==> src/rtl/chg_irq_pkg.sv <==
package chg_irq_pkg;
  localparam int unsigned DEF_PORT_W   = 8;
  localparam int unsigned DEF_PORT_CNT = 2;
endpackage

==> src/rtl/chg_port_snap.sv <==
module chg_port_snap #(
  parameter int unsigned W = 8
) (
  input  logic         clk_i,
  input  logic         rst_ni,
  input  logic         prime_i,
  input  logic         cap_i,
  input  logic [W-1:0] pin_i,
  output logic [W-1:0] snap_o,
  output logic [W-1:0] snap_d_o
);
  logic [W-1:0] snap_q;

  // first edge after reset primes the snapshot with live pins
  assign snap_d_o = (prime_i || cap_i) ? pin_i : snap_q;

  always_ff @(posedge clk_i or negedge rst_ni) begin
    if (!rst_ni) snap_q <= '0;
    else         snap_q <= snap_d_o;
  end

  assign snap_o = snap_q;
endmodule

==> src/rtl/chg_port_cmp.sv <==
module chg_port_cmp #(
  parameter int unsigned W = 8
) (
  input  logic [W-1:0] pin_i,
  input  logic [W-1:0] dir_in_i,
  input  logic [W-1:0] snap_i,
  output logic         diff_o
);
  logic [W-1:0] diff_bits;

  always_comb begin
    for (int i = 0; i < W; i++) diff_bits[i] = dir_in_i[i] & (pin_i[i] ^ snap_i[i]);
  end

  assign diff_o = |diff_bits;
endmodule

==> src/rtl/chg_irq_gen.sv <==
module chg_irq_gen
  import chg_irq_pkg::*;
#(
  parameter int unsigned PORT_W   = DEF_PORT_W,
  parameter int unsigned PORT_CNT = DEF_PORT_CNT,
  localparam int unsigned PIN_W   = PORT_W * PORT_CNT
) (
  input  logic                clk_i,
  input  logic                rst_ni,
  input  logic [PIN_W-1:0]    pin_i,
  input  logic [PIN_W-1:0]    dir_in_i,
  input  logic [PORT_CNT-1:0] cap_i,
  output logic                irq_no,
  output logic [PIN_W-1:0]    snap_o
);
  logic                primed_q;
  logic                irq_q;
  logic [PORT_CNT-1:0] port_diff;

  always_ff @(posedge clk_i or negedge rst_ni) begin
    if (!rst_ni) primed_q <= 1'b0;
    else         primed_q <= 1'b1;
  end

  for (genvar p = 0; p < PORT_CNT; p++) begin : g_port
    logic [PORT_W-1:0] snap_d;

    chg_port_snap #(.W(PORT_W)) u_snap (
      .clk_i    (clk_i),
      .rst_ni   (rst_ni),
      .prime_i  (!primed_q),
      .cap_i    (cap_i[p]),
      .pin_i    (pin_i[p*PORT_W +: PORT_W]),
      .snap_o   (snap_o[p*PORT_W +: PORT_W]),
      .snap_d_o (snap_d)
    );

    // compare against the next snapshot so a capture clears in the same edge
    chg_port_cmp #(.W(PORT_W)) u_cmp (
      .pin_i    (pin_i[p*PORT_W +: PORT_W]),
      .dir_in_i (dir_in_i[p*PORT_W +: PORT_W]),
      .snap_i   (snap_d),
      .diff_o   (port_diff[p])
    );
  end

  always_ff @(posedge clk_i or negedge rst_ni) begin
    if (!rst_ni) irq_q <= 1'b0;
    else         irq_q <= |port_diff;
  end

  assign irq_no = ~irq_q;
endmodule

==> config.mk <==
export PLATFORM = sky130hd
export DESIGN_NAME = chg_irq_gen
export DESIGN_NICKNAME = d
export VERILOG_FILES = /design/src/rtl/chg_irq_pkg.sv /design/src/rtl/chg_port_snap.sv /design/src/rtl/chg_port_cmp.sv /design/src/rtl/chg_irq_gen.sv
export SDC_FILE = /design/constraint.sdc
export NUM_CORES = 1
export LEC_CHECK = 0
export BUFFER_PORTS_ARGS = -buffer_cell sky130_fd_sc_hd__buf_2
export CELL_PAD_IN_SITES_DETAIL_PLACEMENT = 1
export CELL_PAD_IN_SITES_GLOBAL_PLACEMENT = 1
export CORE_MARGIN = 2
export CORE_UTILIZATION = 30
export DETAILED_ROUTE_END_ITERATION = 12
export PLACE_DENSITY = 0.76
export SLEW_MARGIN = 10
export SYNTH_ARGS = -nofsm -noshare
export SYNTH_HDL_FRONTEND = slang
export SYNTH_SLANG_ARGS = --single-unit
==> constraint.sdc <==
create_clock -name clk_i -period 1.65 [get_ports clk_i]
set_input_delay 0.33 -clock clk_i [delete_from_list [all_inputs] [get_ports clk_i]]
set_output_delay 0.33 -clock clk_i [all_outputs]
set_load 0.03 [all_outputs]
Word-level counts from Yosys, hierarchy flattened
Cells that the tools add are included.
- mux-type cells: 2
- bitwise gates (word level): 33
- reduce and logical (&&, ||, !) cells: 4
- operators with widths (operator ; count):
    AND 1 bit ; 16
    2-to-1 mux 8 bit ; 2
    OR reduction 16 bit ; 1
    bitwise XOR 1 bit ; 16
    logical OR 1 bit ; 2
    logical NOT 1 bit ; 1
    inverter 1 bit ; 1
- register bits: 18
- bits of input ports: 36
- word-level logic and storage cells: 43

Logic depth before layout (Yosys ltp)
Gate-level depths: netlist of run 1.
- depth in word-level cells: 6
- gate-level depth with buffers: 5
- gate-level depth less buffers: 4

By module
From an unflattened synthesis of run 1, not the netlist that was laid out.
- cells, all modules: 66
- area total of the unflattened synthesis: 883.3 um^2
- modules (own cells, without submodules) (module ; instances ; cells an instance ; area an instance (um^2) ; seq. area each (um^2)):
    chg_port_snap ; 2 ; 17 ; 301.5 ; 200.2
    chg_port_cmp ; 2 ; 13 ; 106.4 ; 0.0
    chg_irq_gen ; 1 ; 6 ; 67.6 ; 50.0

Worst setup path before layout of run 1
OpenSTA, ideal clock, no wires.
- path type: register to register
- start: register g_port[1].u_snap.snap_q[2]
- end: register irq_q
- arrival: 1448 ps
- path slack: 63 ps
- cell stages (with the launch flop): 5
- path buffers: 0
- period minus slack after synthesis: 1587 ps
- path through: dfrtp_1 > xor2_1 > a22oi_1 > o211ai_1 > or4_1
- word-level cells in the longest chain between the ends: 4
- ends and longest elaborated chain (element ; line ; text):
    start, declared ; chg_port_snap.sv:12 ; logic [W-1:0] snap_q;
    start signal, assigned ; chg_port_snap.sv:19 ; else snap_q <= snap_d_o;
    2-to-1 mux 8 bit ; chg_port_snap.sv:15 ; assign snap_d_o = (prime_i || cap_i) ? pin_i : snap_q;
    bitwise XOR 1 bit ; chg_port_cmp.sv:12 ; for (int i = 0; i < W; i++) diff_bits[i] = dir_in_i[i] & (pin_i[i] ^ snap_i[i]);
    AND 1 bit ; chg_port_cmp.sv:12 ;
    OR reduction 16 bit ; chg_irq_gen.sv:49 ; else irq_q <= |port_diff;
    end signal, assigned ; chg_irq_gen.sv:49 ;
    end, declared ; chg_irq_gen.sv:17 ; logic irq_q;
Every way passes these cells.

Worst setup path after layout of run 1
- start: register primed_q
- end: register irq_q
- word-level cells in the longest chain between the ends: 6
- elaborated cells on any way between the ends: 38
- ends and longest elaborated chain (element ; line ; text):
    start, declared ; chg_irq_gen.sv:16 ; logic primed_q;
    start signal, assigned ; chg_irq_gen.sv:21 ; if (!rst_ni) primed_q <= 1'b0;
    start signal, assigned ; chg_irq_gen.sv:22 ; else primed_q <= 1'b1;
    logical NOT 1 bit * ; chg_irq_gen.sv:31 ; .prime_i (!primed_q),
    logical OR 1 bit ; chg_port_snap.sv:15 ;
    2-to-1 mux 8 bit ; chg_port_snap.sv:15 ;
    bitwise XOR 1 bit ; chg_port_cmp.sv:12 ;
    AND 1 bit ; chg_port_cmp.sv:12 ;
    OR reduction 16 bit * ; chg_irq_gen.sv:49 ;
Mark *: on every way between the ends. The rest lies on a longest branch, timed or not.

==> qor.csv, run 1 <==
metric;value;unit
drt-initial-drc-count;25;
layout_commonest_cell;buf_2;
antennaDiodeCount;0;
ir_drop;0.282;mV
most-common-layout-cells;buf_2 (52), nand2_1 (48), dfrtp_1 (18);
ios;53;
numPortBuffers;52;
wl_met1;1110;µm
ant_nets;0;
worstSetupPathType;register to register;
ys_ff_latch;18;
power.total;1090;µW
cts_made_buffers;3;
final_area;1330;µm²
syn-cell-area;952;µm²
synthToLayoutAreaGrowth;39.2;%
fmax;646;MHz
holdPathStages;3;
fin_nets;206;
ff2ff_path_depth;5;
wirelength;2620;µm
routed-wl-met2;1340;µm
dr_total_vias;949;
synthCells;111;
fin_crit;1.55;ns
dpl_cell_area;1270;µm²
synth.top_cell.area_share;47.3;%
cts-root-buf;clkbuf_4;
hold_viol_final;0;
start_kind;register;
cap_viol_max_count;0;
power.density;824;nW/µm²
setup_viol;0;
crit_start;primed_q$_DFF_PN0_;
synth_fp_nets;147;
avgRoutedWirePerCell;12.3;µm
grt.overflow.total;0;
synth_cell_type_count;17;
cts_tree;done;
period_share;93.8;%
top_layer;met4;
drc;0;
grt_max_degree;19;
grt_pass1_vias;923;
drtPass1Iterations;4;
hold_path_class;input pin to register;
coreArea;3030;µm²
finalMaxSlewViolations;0;
track_usage;15.7;%
yosysTopAreaCell;dfrtp_1;
rsz0062_at_grt;false;
synth_area_leaders;dfrtp_1 (47%), nand2_1 (19%), xor2_1 (15%);
grt_first_pass_wirelength;4040;µm
min_from;pin_i[0];
syn_avg_cell_area;8.58;µm²
whs;0.250;ns
wl_met3;123;µm
drive_above_1_share;37.3;%
cts.htree.levels;1;
dp_hpwl;2140;µm
rows;20;
via_per_inst;4.46;
n_fill_cell;386;
cp.required;1.83;ns
die_y;60.3;µm
path_clk_slew;0.11;ns
finalWeightedCongestion;0.775;
synth_seq_area_share;47.3;%
dieArea;3640;µm²
crit_fanout;7;
die_x;60.3;µm
fin_setup_tns;0;ns
start_util;31.4;%
antenna_found_initial;0;
reg2reg_from;primed_q$_DFF_PN0_;
skew;0.00924;ns
status;completed;
post-route-util;43.8;%
clk_latency;0.30;ns
power.leakage;0.000735;µW
synth_warnings;0;
setup.worst_path.end_class;register;
clock_sinks;18;
clockBufferDepth;2;
crit_arrival;1.73;ns
==> Yosys cell counts <==
master and count:
nand2_1 48, dfrtp_1 18, xor2_1 16, nand3_1 11, a22oi_1 2, buf_2 2
nand2b_1 2, nand4_1 2, o211ai_1 2, buf_6 1, clkbuf_2 1, conb_1 1
inv_1 1, nand3_2 1, nor2b_1 1, nor2b_4 1, or4_1 1
==> per-layer routing <==
metal / vias up / GRT usage, %
met1: 447 / 17.7
met4: 0 / 8.57
met2: 28 / 28.3
met5: - / 0
met3: 4 / 2.13
li1: 470 / -
==> what timing repair did <==
action,4_1_cts,5_1_grt
setup endpoints to repair,0,1
hold endpoints to repair,18,0
resized for setup,0,0
buffers inserted,0,1
hold buffers,1,0
==> worst max-delay path, cell delays in order (launching register included) <==
cell,delay (ns)
dfrtp_1,0.43
nor2b_1,0.16
buf_4,0.16
nand3_1,0.08
nand4_1,0.11
or4_1,0.50
==> final cells by class <==
class	instances	area, µm²	share of cell area [%]
multi-input combinational	88	472	35.6
sequential	18	450	34.0
timing repair buffer	58	308	23.2
clock buffer	4	36.3	2.74
inverter	1	3.75	0.283
tap	44	55.1	4.15
==> cell families after synthesis <==
logic type / after synthesis / share of synthesized area, %
AND/OR/NAND/NOR: 67 / 31.3
flip-flops: 18 / 47.3
XOR/XNOR: 16 / 14.7
buffers and inverters: 5 / 3.15
AO/OA/AOI/OAI: 4 / 3.15
other: 1 / 0.394
==> registers in the layout (all words and copies together), names as in the netlist <==
signal	cells
g_port.u_snap.snap_o	16
irq_q	1
primed_q	1
==> power breakdown <==
group	internal (µW)	switching (µW)	total [µW]
clock	135	138	273
sequential	480	31.9	512
combinational	118	189	306
==> path summary, 6_finish.rpt <==
kind / slack, ns / to
worst min-delay path: 0.25 / g_port[0].u_snap.snap_o[0]$_DFF_PN0_
worst max register to register: 0.10 / irq_q$_DFF_PN0_
max in group asynchronous: 0.86 / g_port[1].u_snap.snap_o[5]$_DFF_PN0_
worst max-delay path: 0.10 / irq_q$_DFF_PN0_
worst min register to register: 0.51 / g_port[0].u_snap.snap_o[5]$_DFF_PN0_
min in group asynchronous: 0.49 / primed_q$_DFF_PN0_
==> stage by stage <==
stage | setup WS [ns] | cells
after floorplan | 0.0634 | 111
after global placement | 0.124 | 207
after detailed placement | 0.105 | 207
after CTS | 0.0788 | 212
after global routing | 0.0145 | 213
final | 0.103 | 213
Note: power is estimated with default switching activity, not from simulation.
==> inputs of run 2 (changes only) <==
--- a/config.mk
+++ b/config.mk
@@ -12,6 +12,7 @@
 export CORE_UTILIZATION = 30
 export DETAILED_ROUTE_END_ITERATION = 12
 export PLACE_DENSITY = 0.76
+export RECOVER_POWER = 25
 export SLEW_MARGIN = 10
 export SYNTH_ARGS = -nofsm -noshare
 export SYNTH_HDL_FRONTEND = slang
==> run 2 against run 1 <==
  * Critical path depth is the same
  * Wire length hardly changed
  * Largest power group unchanged
  * Highest routed layer unchanged
  * Critical endpoint unchanged
  * Clock-buffer cell count is the same
  * Critical path type unchanged
  * Combinational power hardly changed
  * Total power about the same
==> qor.csv, run 2 (same netlist as run 1, synthesis figures left out) <==
metric;value;unit
rows;20;
power.total;1090;µW
grt_pass1_vias;923;
clockBufferDepth;2;
avgRoutedWirePerCell;12.3;µm
via_per_inst;4.46;
cp.required;1.83;ns
max-slew-margin-rel;34.9;%
wirelength;2620;µm
crit_fanout;7;
grt_max_degree;19;
hold_viol_final;0;
ant_nets;0;
skew;0.00955;ns
power.leakage;0.000732;µW
cts_tree;done;
status;completed;
cpPeakStageDelay;0.50;ns
antennaDiodeCount;0;
rsz0062_at_grt;false;
worstSetupPathType;register to register;
ir_drop;0.282;mV
crit_arrival;1.73;ns
dr_total_vias;951;
cp_cell_sequence;nor2b_1, buf_4, nand3_1, nand4_1, or4_1;
dieArea;3640;µm²
period_share;93.7;%
start_util;31.4;%
fin_nets;206;
worst_pin_slew;0.977;ns
dp_hpwl;2140;µm
grt.overflow.total;0;
numPortBuffers;52;
largest_register_ffs;16;
cts_resized;0;
path_clk_slew;0.11;ns
post-route-util;43.7;%
hold_path_class;input pin to register;
grt_first_pass_wirelength;4040;µm
fin_crit;1.55;ns
drtPass1Iterations;4;
drt-initial-drc-count;24;
layout_commonest_cell;buf_2;
finalMaxSlewViolations;0;
fin_setup_tns;0;ns
setup_viol;0;
synthToLayoutAreaGrowth;39.0;%
cts.htree.levels;1;
drc;0;
fmax;647;MHz
cts_made_buffers;3;
ios;53;
drive_above_1_share;36.7;%
cap_viol_max_count;0;
start_kind;register;
clock_sinks;18;
cpMaxStageDelayCell;or4_1;
die_x;60.3;µm
die_y;60.3;µm
track_usage;15.7;%
antenna_found_initial;0;
setup.worst_path.end_class;register;
coreArea;3030;µm²
most-common-layout-cells;buf_2 (51), nand2_1 (48), dfrtp_1 (18);
finalWeightedCongestion;0.775;
cts-root-buf;clkbuf_4;
clk_latency;0.30;ns
power.density;825;nW/µm²
run 2: cell types whose count changed in the layout (fill, tap and decap cells not counted):
cell,previous run,this run
buf_2,52,51
clkbuf_1,0,1
run 2: worst max-delay path: cells and delay by family (launching register included):
family | cells | cell delay, ns
flops | 1 | 0.42
buf+inv | 1 | 0.16
simple gates | 4 | 0.85
run 2: routing by layer:
metal  share of wire [%]  wire (µm)  global-route usage, %
met3                 4.5        117                   2.13
met2                  52       1350                   28.3
met1                  42       1100                   17.7
met4                 1.9         51                   8.57
met5                   0          0                      0
run 2: power by group:
part	total (µW)	leakage (µW)	switching [µW]	internal, µW
logic	306	0.000498	189	117
registers	512	0.000214	31.8	480
clock network	274	0.0000210	140	135
total	1090	0.000732	360	732
run 2: final timing paths:
kind                                                 startpoint                                    to  slack, ns  depth (start not counted)
max                                          primed_q$_DFF_PN0_                       irq_q$_DFF_PN0_       0.10                          5
min                                                    pin_i[0]  g_port[0].u_snap.snap_o[0]$_DFF_PN0_       0.25                          3
max reg2reg                                  primed_q$_DFF_PN0_                       irq_q$_DFF_PN0_       0.10                          5
min reg2reg                g_port[0].u_snap.snap_o[5]$_DFF_PN0_  g_port[0].u_snap.snap_o[5]$_DFF_PN0_       0.51                          2
max in group asynchronous                                rst_ni  g_port[1].u_snap.snap_o[3]$_DFF_PN0_       0.35                          2
min in group asynchronous                                rst_ni                    primed_q$_DFF_PN0_       0.70                          2
run 2: final cells by class:
type / count / area (µm²)
clock buffers: 4 / 36.3
fillers: 387 / 1700
inverters: 1 / 3.75
multi-input cells: 88 / 472
flip-flops and latches: 18 / 450
well taps: 44 / 55.1
repair buffers: 58 / 307
run 2: repair_timing:
item	in CTS	in global routing
hold buffers	1	0
hold endpoints to repair	18	0
endpoints found under the setup margin	0	1
buffers inserted	0	1
run 2: through the flow:
| step | instance area (µm²) | hold slack (ns) | instances | setup WS [ns] |
|---|---|---|---|---|
| after floorplan | 952 | 0.0344 | 111 | 0.0634 |
| after global placement | 1270 | 0.286 | 207 | 0.124 |
| after detailed placement | 1270 | 0.290 | 207 | 0.105 |
| after CTS | 1320 | 0.248 | 212 | 0.0788 |
| after global routing | 1320 | 0.241 | 213 | 0.0145 |
| final | 1320 | 0.248 | 213 | 0.104 |
